===== src/rtl/wdog_pkg.sv =====
package wdog_pkg;
  localparam int DW = 32;

  localparam logic [31:0] OFS_CTRL    = 32'h0000_0000;
  localparam logic [31:0] OFS_COUNT   = 32'h0000_0024;
  localparam logic [31:0] OFS_EVENT   = 32'h0000_0030;
  localparam logic [31:0] OFS_RSTGATE = 32'h0000_0034;
  localparam logic [31:0] OFS_IRQMASK = 32'h0000_0038;

  localparam int EN_BIT     = 4;
  localparam int EXPIRE_BIT = 3;
  localparam int GATE_BIT   = 1;

  // one step of the counter: floor at zero
  function automatic logic [DW-1:0] count_step(input logic [DW-1:0] cur);
    return (cur == '0) ? cur : cur - DW'(1);
  endfunction

  // write-zero-to-clear merge of one register word
  function automatic logic [DW-1:0] w0c_merge(input logic [DW-1:0] old,
                                              input logic [DW-1:0] wd,
                                              input logic          wr);
    return wr ? (old & wd) : old;
  endfunction
endpackage


===== src/rtl/wdog_regfile.sv =====
module wdog_regfile
  import wdog_pkg::*;
#(
  parameter int AW = 32
) (
  input  logic          clk,
  input  logic          rst_n,
  input  logic [AW-1:0] addr,
  input  logic [DW-1:0] wdata,
  input  logic          wr,
  input  logic          rd,
  input  logic [DW-1:0] count_i,
  input  logic [DW-1:0] event_i,
  output logic          enable_o,
  output logic          gate_o,
  output logic [DW-1:0] imask_o,
  output logic          load_o,
  output logic          event_wr_o,
  output logic [DW-1:0] rdata_o
);
  logic hit_ctrl, hit_count, hit_event, hit_gate, hit_imask;

  assign hit_ctrl  = (addr == AW'(OFS_CTRL));
  assign hit_count = (addr == AW'(OFS_COUNT));
  assign hit_event = (addr == AW'(OFS_EVENT));
  assign hit_gate  = (addr == AW'(OFS_RSTGATE));
  assign hit_imask = (addr == AW'(OFS_IRQMASK));

  assign load_o     = wr & hit_count;
  assign event_wr_o = wr & hit_event;

  always_ff @(posedge clk or negedge rst_n) begin
    if (!rst_n) begin
      enable_o <= 1'b0;
      gate_o   <= 1'b0;
      imask_o  <= '0;
    end else if (wr) begin
      if (hit_ctrl)  enable_o <= wdata[EN_BIT];
      if (hit_gate)  gate_o   <= wdata[GATE_BIT];
      if (hit_imask) imask_o  <= wdata;
    end
  end

  always_comb begin
    rdata_o = '0;
    if (rd) begin
      if (hit_ctrl)  rdata_o[EN_BIT]   = enable_o;
      if (hit_count) rdata_o           = count_i;
      if (hit_event) rdata_o           = event_i;
      if (hit_gate)  rdata_o[GATE_BIT] = gate_o;
      if (hit_imask) rdata_o           = imask_o;
    end
  end
endmodule


===== src/rtl/wdog_downcnt.sv =====
module wdog_downcnt
  import wdog_pkg::*;
(
  input  logic          clk,
  input  logic          rst_n,
  input  logic          enable_i,
  input  logic          load_i,
  input  logic [DW-1:0] load_val_i,
  output logic [DW-1:0] count_o,
  output logic          expire_o
);
  logic at_one;

  assign at_one   = (count_o == DW'(1));
  assign expire_o = enable_i & at_one & ~load_i;

  always_ff @(posedge clk or negedge rst_n) begin
    if (!rst_n)        count_o <= '0;
    else if (load_i)   count_o <= load_val_i;
    else if (enable_i) count_o <= count_step(count_o);
  end
endmodule


===== src/rtl/wdog_event.sv =====
module wdog_event
  import wdog_pkg::*;
(
  input  logic          clk,
  input  logic          rst_n,
  input  logic [DW-1:0] set_i,
  input  logic          wr_i,
  input  logic [DW-1:0] wdata_i,
  input  logic [DW-1:0] imask_i,
  input  logic          gate_i,
  output logic [DW-1:0] event_o,
  output logic          irq_o,
  output logic          rst_out_o
);
  logic [DW-1:0] kept;

  assign kept = w0c_merge(event_o, wdata_i, wr_i);

  for (genvar i = 0; i < DW; i++) begin : g_bit
    always_ff @(posedge clk or negedge rst_n) begin
      if (!rst_n) event_o[i] <= 1'b0;
      else        event_o[i] <= set_i[i] | kept[i];
    end
  end

  assign irq_o     = |(event_o & imask_i);
  assign rst_out_o = event_o[EXPIRE_BIT] & gate_i;
endmodule


===== src/rtl/wdog_rstgate.sv =====
module wdog_rstgate
  import wdog_pkg::*;
#(
  parameter int AW = 32
) (
  input  logic          clk,
  input  logic          rst_n,
  input  logic [AW-1:0] bus_addr,
  input  logic [DW-1:0] bus_wdata,
  input  logic          bus_wr,
  input  logic          bus_rd,
  output logic [DW-1:0] bus_rdata,
  output logic          irq_o,
  output logic          rst_out_o
);
  logic          enable_q;
  logic          gate_q;
  logic [DW-1:0] imask_q;
  logic          load;
  logic          event_wr;
  logic [DW-1:0] count_q;
  logic          expire;
  logic [DW-1:0] event_q;
  logic [DW-1:0] event_set;

  assign event_set = DW'(expire) << EXPIRE_BIT;

  wdog_regfile #(.AW(AW)) u_regs (
    .clk        (clk),
    .rst_n      (rst_n),
    .addr       (bus_addr),
    .wdata      (bus_wdata),
    .wr         (bus_wr),
    .rd         (bus_rd),
    .count_i    (count_q),
    .event_i    (event_q),
    .enable_o   (enable_q),
    .gate_o     (gate_q),
    .imask_o    (imask_q),
    .load_o     (load),
    .event_wr_o (event_wr),
    .rdata_o    (bus_rdata)
  );

  wdog_downcnt u_cnt (
    .clk        (clk),
    .rst_n      (rst_n),
    .enable_i   (enable_q),
    .load_i     (load),
    .load_val_i (bus_wdata),
    .count_o    (count_q),
    .expire_o   (expire)
  );

  wdog_event u_evt (
    .clk       (clk),
    .rst_n     (rst_n),
    .set_i     (event_set),
    .wr_i      (event_wr),
    .wdata_i   (bus_wdata),
    .imask_i   (imask_q),
    .gate_i    (gate_q),
    .event_o   (event_q),
    .irq_o     (irq_o),
    .rst_out_o (rst_out_o)
  );
endmodule


===== config.mk =====
export PLATFORM = sky130hd
export DESIGN_NAME = wdog_rstgate
export DESIGN_NICKNAME = d
export VERILOG_FILES = /design/src/rtl/wdog_pkg.sv /design/src/rtl/wdog_regfile.sv /design/src/rtl/wdog_downcnt.sv /design/src/rtl/wdog_event.sv /design/src/rtl/wdog_rstgate.sv
export SDC_FILE = /design/constraint.sdc
export NUM_CORES = 1
export LEC_CHECK = 0
export BUFFER_PORTS_ARGS = -buffer_cell sky130_fd_sc_hd__buf_2
export CAP_MARGIN = 20
export CELL_PAD_IN_SITES_DETAIL_PLACEMENT = 0
export CELL_PAD_IN_SITES_GLOBAL_PLACEMENT = 1
export CORE_ASPECT_RATIO = 1.4
export CORE_MARGIN = 3
export CORE_UTILIZATION = 40
export DETAILED_ROUTE_END_ITERATION = 10
export GPL_TIMING_DRIVEN = 1
export PLACE_DENSITY = 0.8
export SLEW_MARGIN = 20
export SYNTH_ARGS = -nofsm -noshare
export SYNTH_HDL_FRONTEND = slang
export SYNTH_SLANG_ARGS = --single-unit
export TNS_END_PERCENT = 50

===== constraint.sdc =====
create_clock -name clk -period 5.05 [get_ports clk]
set_input_delay 0 -clock clk [delete_from_list [all_inputs] [get_ports clk]]
set_output_delay 0 -clock clk [all_outputs]
set_load 0.02 [all_outputs]

## After elaboration in Yosys (flattened, before gate mapping)

Index checks and enable logic that the tools add are counted.
Widths: inputs -> output; s select.

| word-level totals | value |
|---|---|
| register bits | 98 |
| input port bits | 68 |
| output and inout port bits | 34 |
| word-level logic and storage cells | 70 |
| memories kept | 0 |
| ROM bits | 0 |
| bits in latches | 0 |
| memory bits (writable) | 0 |

| operators by class | value |
|---|---|
| bitwise operators | 9 |
| div/mod/pow operators | 0 |
| $mul | 0 |
| shifts and indexed selects | 0 |
| $lt $le $gt $ge | 0 |
| reduce and logical (&&, ||, !) cells | 8 |
| add/subtract/negate cells | 1 |
| eq/ne operators | 6 |
| muxes and demuxes | 10 |

Operators by type and width:

| operator | count |
|---|---|
| $mux 32 | 7 |
| $eq 32x6->1 const B | 4 |
| $and 32x32->32 | 2 |
| $logic_not 32->1 | 2 |
| $eq 32x1->1 const B | 1 |
| $reduce_or 32->1 | 1 |
| $sub 32x1->32 const B | 1 |
| $reduce_and 2->1 | 4 |
| $and 1x1->1 | 5 |
| $mux 4 | 1 |
| $mux 1 | 2 |
| $ne 2x1->1 const B | 1 |
| $reduce_bool 2->1 | 1 |
| $not 1->1 | 1 |
| $or 1x1->1 | 1 |

## Longest topological paths before layout

Gate-level depths: netlist of run 1.

| depth | value |
|---|---|
| depth after elaboration | 7 |
| depth in mapped cells | 9 |

## Hierarchy

A second synthesis of run 1 with hierarchy kept.

| second synthesis, totals | value |
|---|---|
| cell total of the unflattened synthesis | 601 |
| area, all modules | 5,826.8 µm² |

By module, submodules not included:

| module | cells each | area an instance (µm²) | sequential area each (µm²) | times used |
|---|---|---|---|---|
| wdog_regfile | 251 | 2,366.0 | 850.8 | 1 |
| wdog_downcnt | 228 | 2,033.2 | 800.8 | 1 |
| wdog_event | 121 | 1,423.9 | 800.8 | 1 |
| wdog_rstgate | 1 | 3.8 | 0.0 | 1 |

## Worst setup path before layout of run 1

Ideal clock, no wire load.

| path | value |
|---|---|
| path kind | register to register |
| start point | register u_cnt.count_o[19] |
| end point | register u_cnt.count_o[17] |
| period minus slack after synthesis | 2.312 ns |
| library setup time | 0.137 ns |
| data required time | 4.913 ns |
| slack | 2.738 ns |
| cell stages (with the launch flop) | 8 |
| path buffers | 1 |
| arrival time | 2.175 ns |
| cell sequence | dfrtp_1 or4_4 or4_4 nor4_4 buf_4 nor4_1 xnor2_1 a21oi_1 |

| on the way | value |
|---|---|
| longest elaborated chain between the ends | 3 |

RTL lines:

| element | line | RTL |
|---|---|---|
| start: declaration | wdog_downcnt.sv:9 | `output logic [DW-1:0] count_o,` |
| start signal: assignment | wdog_downcnt.sv:19 | `else if (load_i) count_o <= load_val_i;` |
| start signal: assignment | wdog_downcnt.sv:20 | `else if (enable_i) count_o <= count_step(count_o);` |
| $logic_not 32->1 | wdog_pkg.sv:16 | `return (cur == '0) ? cur : cur - DW'(1);` |
| $ne 2x1->1 (no line) | -- |  |
| $reduce_and 2->1 (no line) | -- |  |

Every way passes these cells.
A chain may end at the register's enable or synchronous reset.

## Worst setup path after layout of run 1

| path | value |
|---|---|
| start point | register u_cnt.count_o[23] |
| end point | register u_cnt.count_o[17] |

Same word-level chain as after synthesis.

==> results of run 1 <==
[metal layers]
metal  global-route usage (%)  vias up
li1                         -     2295
met1                     28.0     2455
met2                     41.5      100
met3                     2.92       11
met4                     5.53        0
met5                        0        -
[metrics by stage]
stage	setup slack (ns)	cells	util (%)	hold WS, ns
global route	2.04	855	51.0	0.0452
CTS	2.28	855	50.9	0.0163
detailed placement	2.19	809	46.5	0.0180
global placement	2.21	809	46.5	0.0110
floorplan	2.74	558	-	-0.296
finish	2.26	855	51.0	0.0267
[kinds of logic after synthesis]
group	after synthesis	synth area share (%)
buf+inv	39	2.81
flops	98	45.5
compound gates	157	21.5
fa+ha+maj	2	0.464
xor+xnor	26	4.22
simple gates	201	18.3
mux	35	7.31
[how the worst max path moves through the flow]
stage | slack, ns | to | start | depth (start not counted)
finish | 2.26 | u_cnt.count_o[17] | u_cnt.count_o[23] | 6
global route | 2.04 | u_cnt.count_o[11] | u_cnt.count_o[23] | 6
CTS | 2.28 | u_cnt.count_o[17] | u_cnt.count_o[22] | 6
detailed placement | 2.19 | u_cnt.count_o[1] | bus_addr[3] | 6
global placement | 2.21 | u_cnt.count_o[1] | bus_addr[3] | 6
floorplan | 2.74 | u_cnt.count_o[17] | u_cnt.count_o[19] | 7
[registers in the layout (all words and copies together), names as in the netlist]
name             count
u_regs.imask_o      32
u_regs.gate_o        1
u_evt.event_o       32
u_cnt.count_o       32
u_regs.enable_o      1
[power groups by stage]
stage / Sequential (mW) / Clock (mW) / Combinational (mW)
6_report: 0.785 / 0.600 / 0.0981
5_1_grt: 0.784 / 0.642 / 0.109
4_1_cts: 0.785 / 0.610 / 0.0991
3_5_place_dp: 0.800 / 0 / 0.0792
3_3_place_gp: 0.800 / 0 / 0.0777
2_1_floorplan: 0.800 / 0 / 0.0188
[cell usage in the layout, fill, tap and decap left out, drive strengths merged, types with 3 or more instances in the layout]
master,count
nor4,18
o2111a,30
o21ai,56
mux2,35
buf,108
clkbuf,12
xor2,12
dlygate4sd3,33
a22o,3
nand4b,3
nor3,10
nor3b,3
inv,4
or4,4
a21oi,12
nand2,97
a22oi,13
o21a,32
xnor2,14
nor4b,3
nand4,11
nor2,24
nand3,14
dfrtp,98
[cell type report]
cell class,count,area (sq um)
clock buffers,12,236
clock inverters,1,5.00
fillers,1251,6370
inverters,4,15.0
multi-input cells,421,2800
flip-flops and latches,98,2450
well taps,178,223
repair buffers,141,891
[critical path: cells and delay by family, from the launching register on]
family	cells	cell delay (ns)
DFF	1	0.42
and+or+nand+nor	4	1.92
AOI/OAI and AO/OA	1	0.09
xor gates and xnor gates	1	0.22
==> flow_summary_export.csv, run 1 <==
group,metric,value,unit
logic_synthesis,synth_nets,628,
die,die_w,104,um
logic_synthesis,synth_cells,558,
setup_path,startpoint_type,"flop",
global_routing,grt_max_degree,59,
global_routing,grt.total_usage,22.5,%
global_routing,grt-ovfl-total,0,
logic_synthesis,synth_seq_cells,98,
setup_path,r2r_cells,6,
logic_synthesis,synth-main-ff-cell,"dfrtp_1",
sta,maxSlewHeadroom,48.6,%
layout,fin_area,0.00662,sq mm
layout,antenna_cells,0,
job,maxCapViolations,0,
run_status,status,"finished, final reports clean",
routing,routedLengthMet1,7030,um
power_and_ir_drop,power,1.48,mW
die,core,0.0130,sq mm
die,start_util,41.5,%
placed_design,io_buffers,101,
die,io_pins,102,
sta,setup_violations,0,
setup_path,cp_max_fo,13,
setup_path,r2r-start,"u_cnt.count_o[23]",
layout,area_growth_syn_to_layout,22.8,%
setup_path,rrSetupSlack,2.26,ns
routing,ant_nets,0,
cts,ctsResizeCount,0,
logic_synthesis,yosys_warnings,0,
min_path,worstHoldPathCells,3,
sta,max_slew.worst_pin.slew,0.772,ns
routing,wl,16500,um
cts,hold_buffers,33,
routing,met2_length,8810,um
die,dieHeight,143,um
power_and_ir_drop,p_sw,0.331,mW
sta,fin_crit_sh,55.3,%
sta,tns,0,ns
routing,drcViolationCount,0,
cts,clockRootBuffer,"clkbuf_16",
logic_synthesis,netlist_area,0.00540,sq mm
logic_synthesis,synth_edf_count,0,
routing,first_iter_violations,243,
sta,fmax,0.358,GHz
setup_path,required,5.24,ns
sta,final_max_slew_viol_count,0,
cts,cts.sinks,98,
placed_design,hpwl,11800,um
logic_synthesis,seq_area_frac_synth,45.5,%
setup_path,crit_chain,"nor3_1, nand4b_1, nor4_4, nor4_1, xnor2_1, a21oi_1",
routing,routed.top_layer,"met4",
cts,cts_htree_levels,3,
logic_synthesis,synth_top_area_share,45.5,%
power_and_ir_drop,p_leak,2.87,nW
cts,cts_setup_buffers,0,
logic_synthesis,async_flop_share,100,%
power_and_ir_drop,ir_drop,0.000141,V
sta,post-route-min-period,2.79,ns
min_path,holdCritStartpoint,"bus_wr",
setup_path,reg2reg_to,"u_cnt.count_o[17]",
setup_path,crit_slowest_cell,"nor4_4",
routing,wl_met3,472,um
cts,clk_pin_slew,0.06,ns
routing,viasPerCell,5.69,
sta,rsz0062_at_grt,"false",
power_and_ir_drop,p_comb_share,6.6,%
power_and_ir_drop,seq_power_share,52.9,%
power_and_ir_drop,power_density,224,mW/mm^2
layout,num-nets-final,745,
cts,cts_tree,"built",
logic_synthesis,postSynthAreaPerCell,9.67,sq um
global_routing,antenna_found_initial,0,
logic_synthesis,synth_common_cells,"dfrtp_1, nand2_1, o21ai_0, mux2_2",
power_and_ir_drop,p_sw_share,22.3,%
global_routing,grt_pass1_wl,26500,um
die,die_area,0.0149,sq mm
logic_synthesis,synth_area_leaders,"dfrtp_1, mux2_2, nand2_1",
min_path,hp-class,"in2reg",
setup_path,cpPeakStageDelay,0.79,ns
layout,drive_gt1_share,24.5,%
setup_path,critPathCaptureType,"flop",
cts,clock_latency,0.34,ns
placed_design,placed_area,0.00605,sq mm
logic_synthesis,synthMostInstantiatedCell,"dfrtp_1",
cts,clockBufferDepth,2,
routing,routedWlPerCell,19.3,um
routing,via_count,4861,
global_routing,grt_pass1_vias,4899,
min_path,worstHoldEndpoint,"u_regs.enable_o",
setup_path,cp.arrival,2.99,ns
power_and_ir_drop,power_frac_clock,40.5,%
sta,fin_skew,0.00507,ns
logic_synthesis,ys_types,49,
cts,cts_buffers,9,
placed_design,gp_congestion,0.896,
routing,firstDrtPassIters,4,
die,num_rows,49,
sta,final_hold_viol_count,0,
logic_synthesis,synth_top_cell_by_area,"dfrtp_1",
setup_path,critPathKind,"reg2reg",
power_and_ir_drop,p_int,1.15,mW
(Power assumes the default switching activity.)
==> inputs of run 2 (changes only) <==
==> constraint.sdc (replaced) <==
create_clock -name clk -period 2.7 [get_ports clk]
set_input_delay 0 -clock clk [delete_from_list [all_inputs] [get_ports clk]]
set_output_delay 0 -clock clk [all_outputs]
set_load 0.02 [all_outputs]
==> run 2 against run 1 <==
Total power grew 110%. Core utilization grew 1.9 points. First-iteration DRC count grew 9.1%. Critical endpoint is now u_cnt.count_o[3]. Critical path type unchanged.
==> flow_summary_export.csv, run 2 (synthesis results as in run 1) <==
group,metric,value,unit
run_status,status,"finished, final reports clean",
global_routing,grt_pass1_vias,5186,
die,die_area,0.0149,sq mm
setup_path,crit_slowest_cell,"or4_4",
layout,antenna_cells,0,
global_routing,grt_pass1_wl,27200,um
sta,setup_violations,0,
cts,hold_buffers,33,
setup_path,cp_max_fo,6,
setup_path,critPathKind,"reg2reg",
power_and_ir_drop,power_density,461,mW/mm^2
global_routing,grtUsageMet3,2.52,%
die,start_util,41.5,%
sta,final_hold_viol_count,0,
setup_path,startpoint_type,"flop",
die,io_pins,102,
layout,area_growth_syn_to_layout,27.4,%
global_routing,grt-ovfl-total,0,
cts,cts.sinks,98,
routing,drcViolationCount,0,
sta,fmax,0.406,GHz
global_routing,grt.busiest_layer,"met2",
routing,wl,16900,um
placed_design,gp_congestion,0.922,
sta,post-route-min-period,2.46,ns
setup_path,critPathCaptureType,"flop",
routing,via_count,5005,
placed_design,place_worst_setup_slack,0.263,ns
setup_path,critPathBufInv,0,
global_routing,grtUsageMet1,28.2,%
power_and_ir_drop,ir_drop,0.000374,V
layout,final_common_cell,"buf_2",
routing,ant_nets,0,
sta,fin_crit_sh,91.1,%
setup_path,cpPeakStageDelay,0.56,ns
power_and_ir_drop,p_leak,3.01,nW
global_routing,grt_max_degree,56,
sta,maxSlewHeadroom,49.4,%
sta,final_max_slew_viol_count,0,
layout,fin_util,52.9,%
cts,clk_pin_slew,0.07,ns
die,dieHeight,143,um
global_routing,antenna_found_initial,0,
sta,setup_ws,0.239,ns
layout,num-nets-final,762,
setup_path,timing.critical_path.mode_cell,"or4_4",
placed_design,io_buffers,101,
setup_path,cp.arrival,2.72,ns
cts,ctsResizeCount,0,
cts,cts_setup_buffers,0,
die,core,0.0130,sq mm
routing,viasPerCell,5.72,
routing,routedWlPerCell,19.3,um
sta,rsz0062_at_grt,"false",
sta,max_slew.worst_pin.slew,0.758,ns
global_routing,use_met2,41.2,%
routing,first_iter_violations,265,
sta,tns,0,ns
routing,firstDrtPassIters,5,
cts,clockBufferDepth,2,
layout,reg.largest.list,"u_cnt.count_o (32), u_evt.event_o (32), u_regs.imask_o (32)",
layout,final_cell_mix,"buf_2, dfrtp_1, nand2_1",
setup_path,crit_chain,"or4_4, or4_4, o41ai_4, nor4_1, xnor2_1, a21oi_1",
setup_path,required,2.96,ns
cts,cts_buffers,9,
cts,clock_latency,0.34,ns
min_path,hp-class,"in2reg",
cts,cts_htree_levels,3,
job,maxCapViolations,0,
cts,clockRootBuffer,"clkbuf_16",
die,die_w,104,um
sta,fin_skew,0.00820,ns
die,num_rows,49,
placed_design,hpwl,12100,um
setup_path,cp_top_family,"simple AND/OR/NAND/NOR gates",
global_routing,grt.total_usage,23.1,%
layout,drive_gt1_share,27.0,%
cts,cts_tree,"built",
==> run 2: routing by layer <==
layer | part of all wire, % | vias to the layer above
li1 | - | 2345
met2 | 51 | 168
met5 | 0 | -
met1 | 42 | 2459
met3 | 4.2 | 33
met4 | 3.6 | 0
==> run 2: worst paths after layout <==
check                                   from                 to  slack, ns  cells after the start
max in group asynchronous              rst_n  u_cnt.count_o[14]       1.77                      3
max                        u_cnt.count_o[19]   u_cnt.count_o[3]       0.24                      6
min                                   bus_wr    u_regs.enable_o       0.03                      3
max reg2reg                u_cnt.count_o[19]   u_cnt.count_o[3]       0.24                      6
min reg2reg                u_evt.event_o[29]  u_evt.event_o[29]       0.51                      1
min in group asynchronous              rst_n      u_regs.gate_o       0.21                      2
==> run 2: power by group <==
group / internal (mW) / total (mW) / switching (mW)
Clock: 0.954 / 1.51 / 0.560
Combinational: 0.0821 / 0.189 / 0.107
Sequential: 1.47 / 1.47 / 0.0000000235
==> run 2: worst reg2reg max path: cells and delay by family (launching register included) <==
kind             cells  cell delay (ns)
AO/OA/AOI/OAI        2             0.67
XOR/XNOR             1             0.14
flip-flops           1             0.42
AND/OR/NAND/NOR      3             1.16
==> run 2: area by class of cell <==
cell class                      count  area (sq um)
Sequential cell                    98          2450
Timing Repair Buffer              158          1030
Multi-Input combinational cell    421          2800
Clock inverter                      5           100
Fill cell                        1230          6120
Tap cell                          178           223
Clock buffer                       11           253
Inverter                            4          15.0
==> run 2: through the flow <==
stage	cells	power (mW)	area, sq um	hold WS, ns
after floorplan	558	1.53	5400	-0.296
after global placement	826	1.65	6190	0.0344
after detailed placement	826	1.65	6190	0.0420
after CTS	875	3.19	6870	0.0181
after global routing	875	3.27	6870	0.0420
final	875	3.17	6870	0.0298
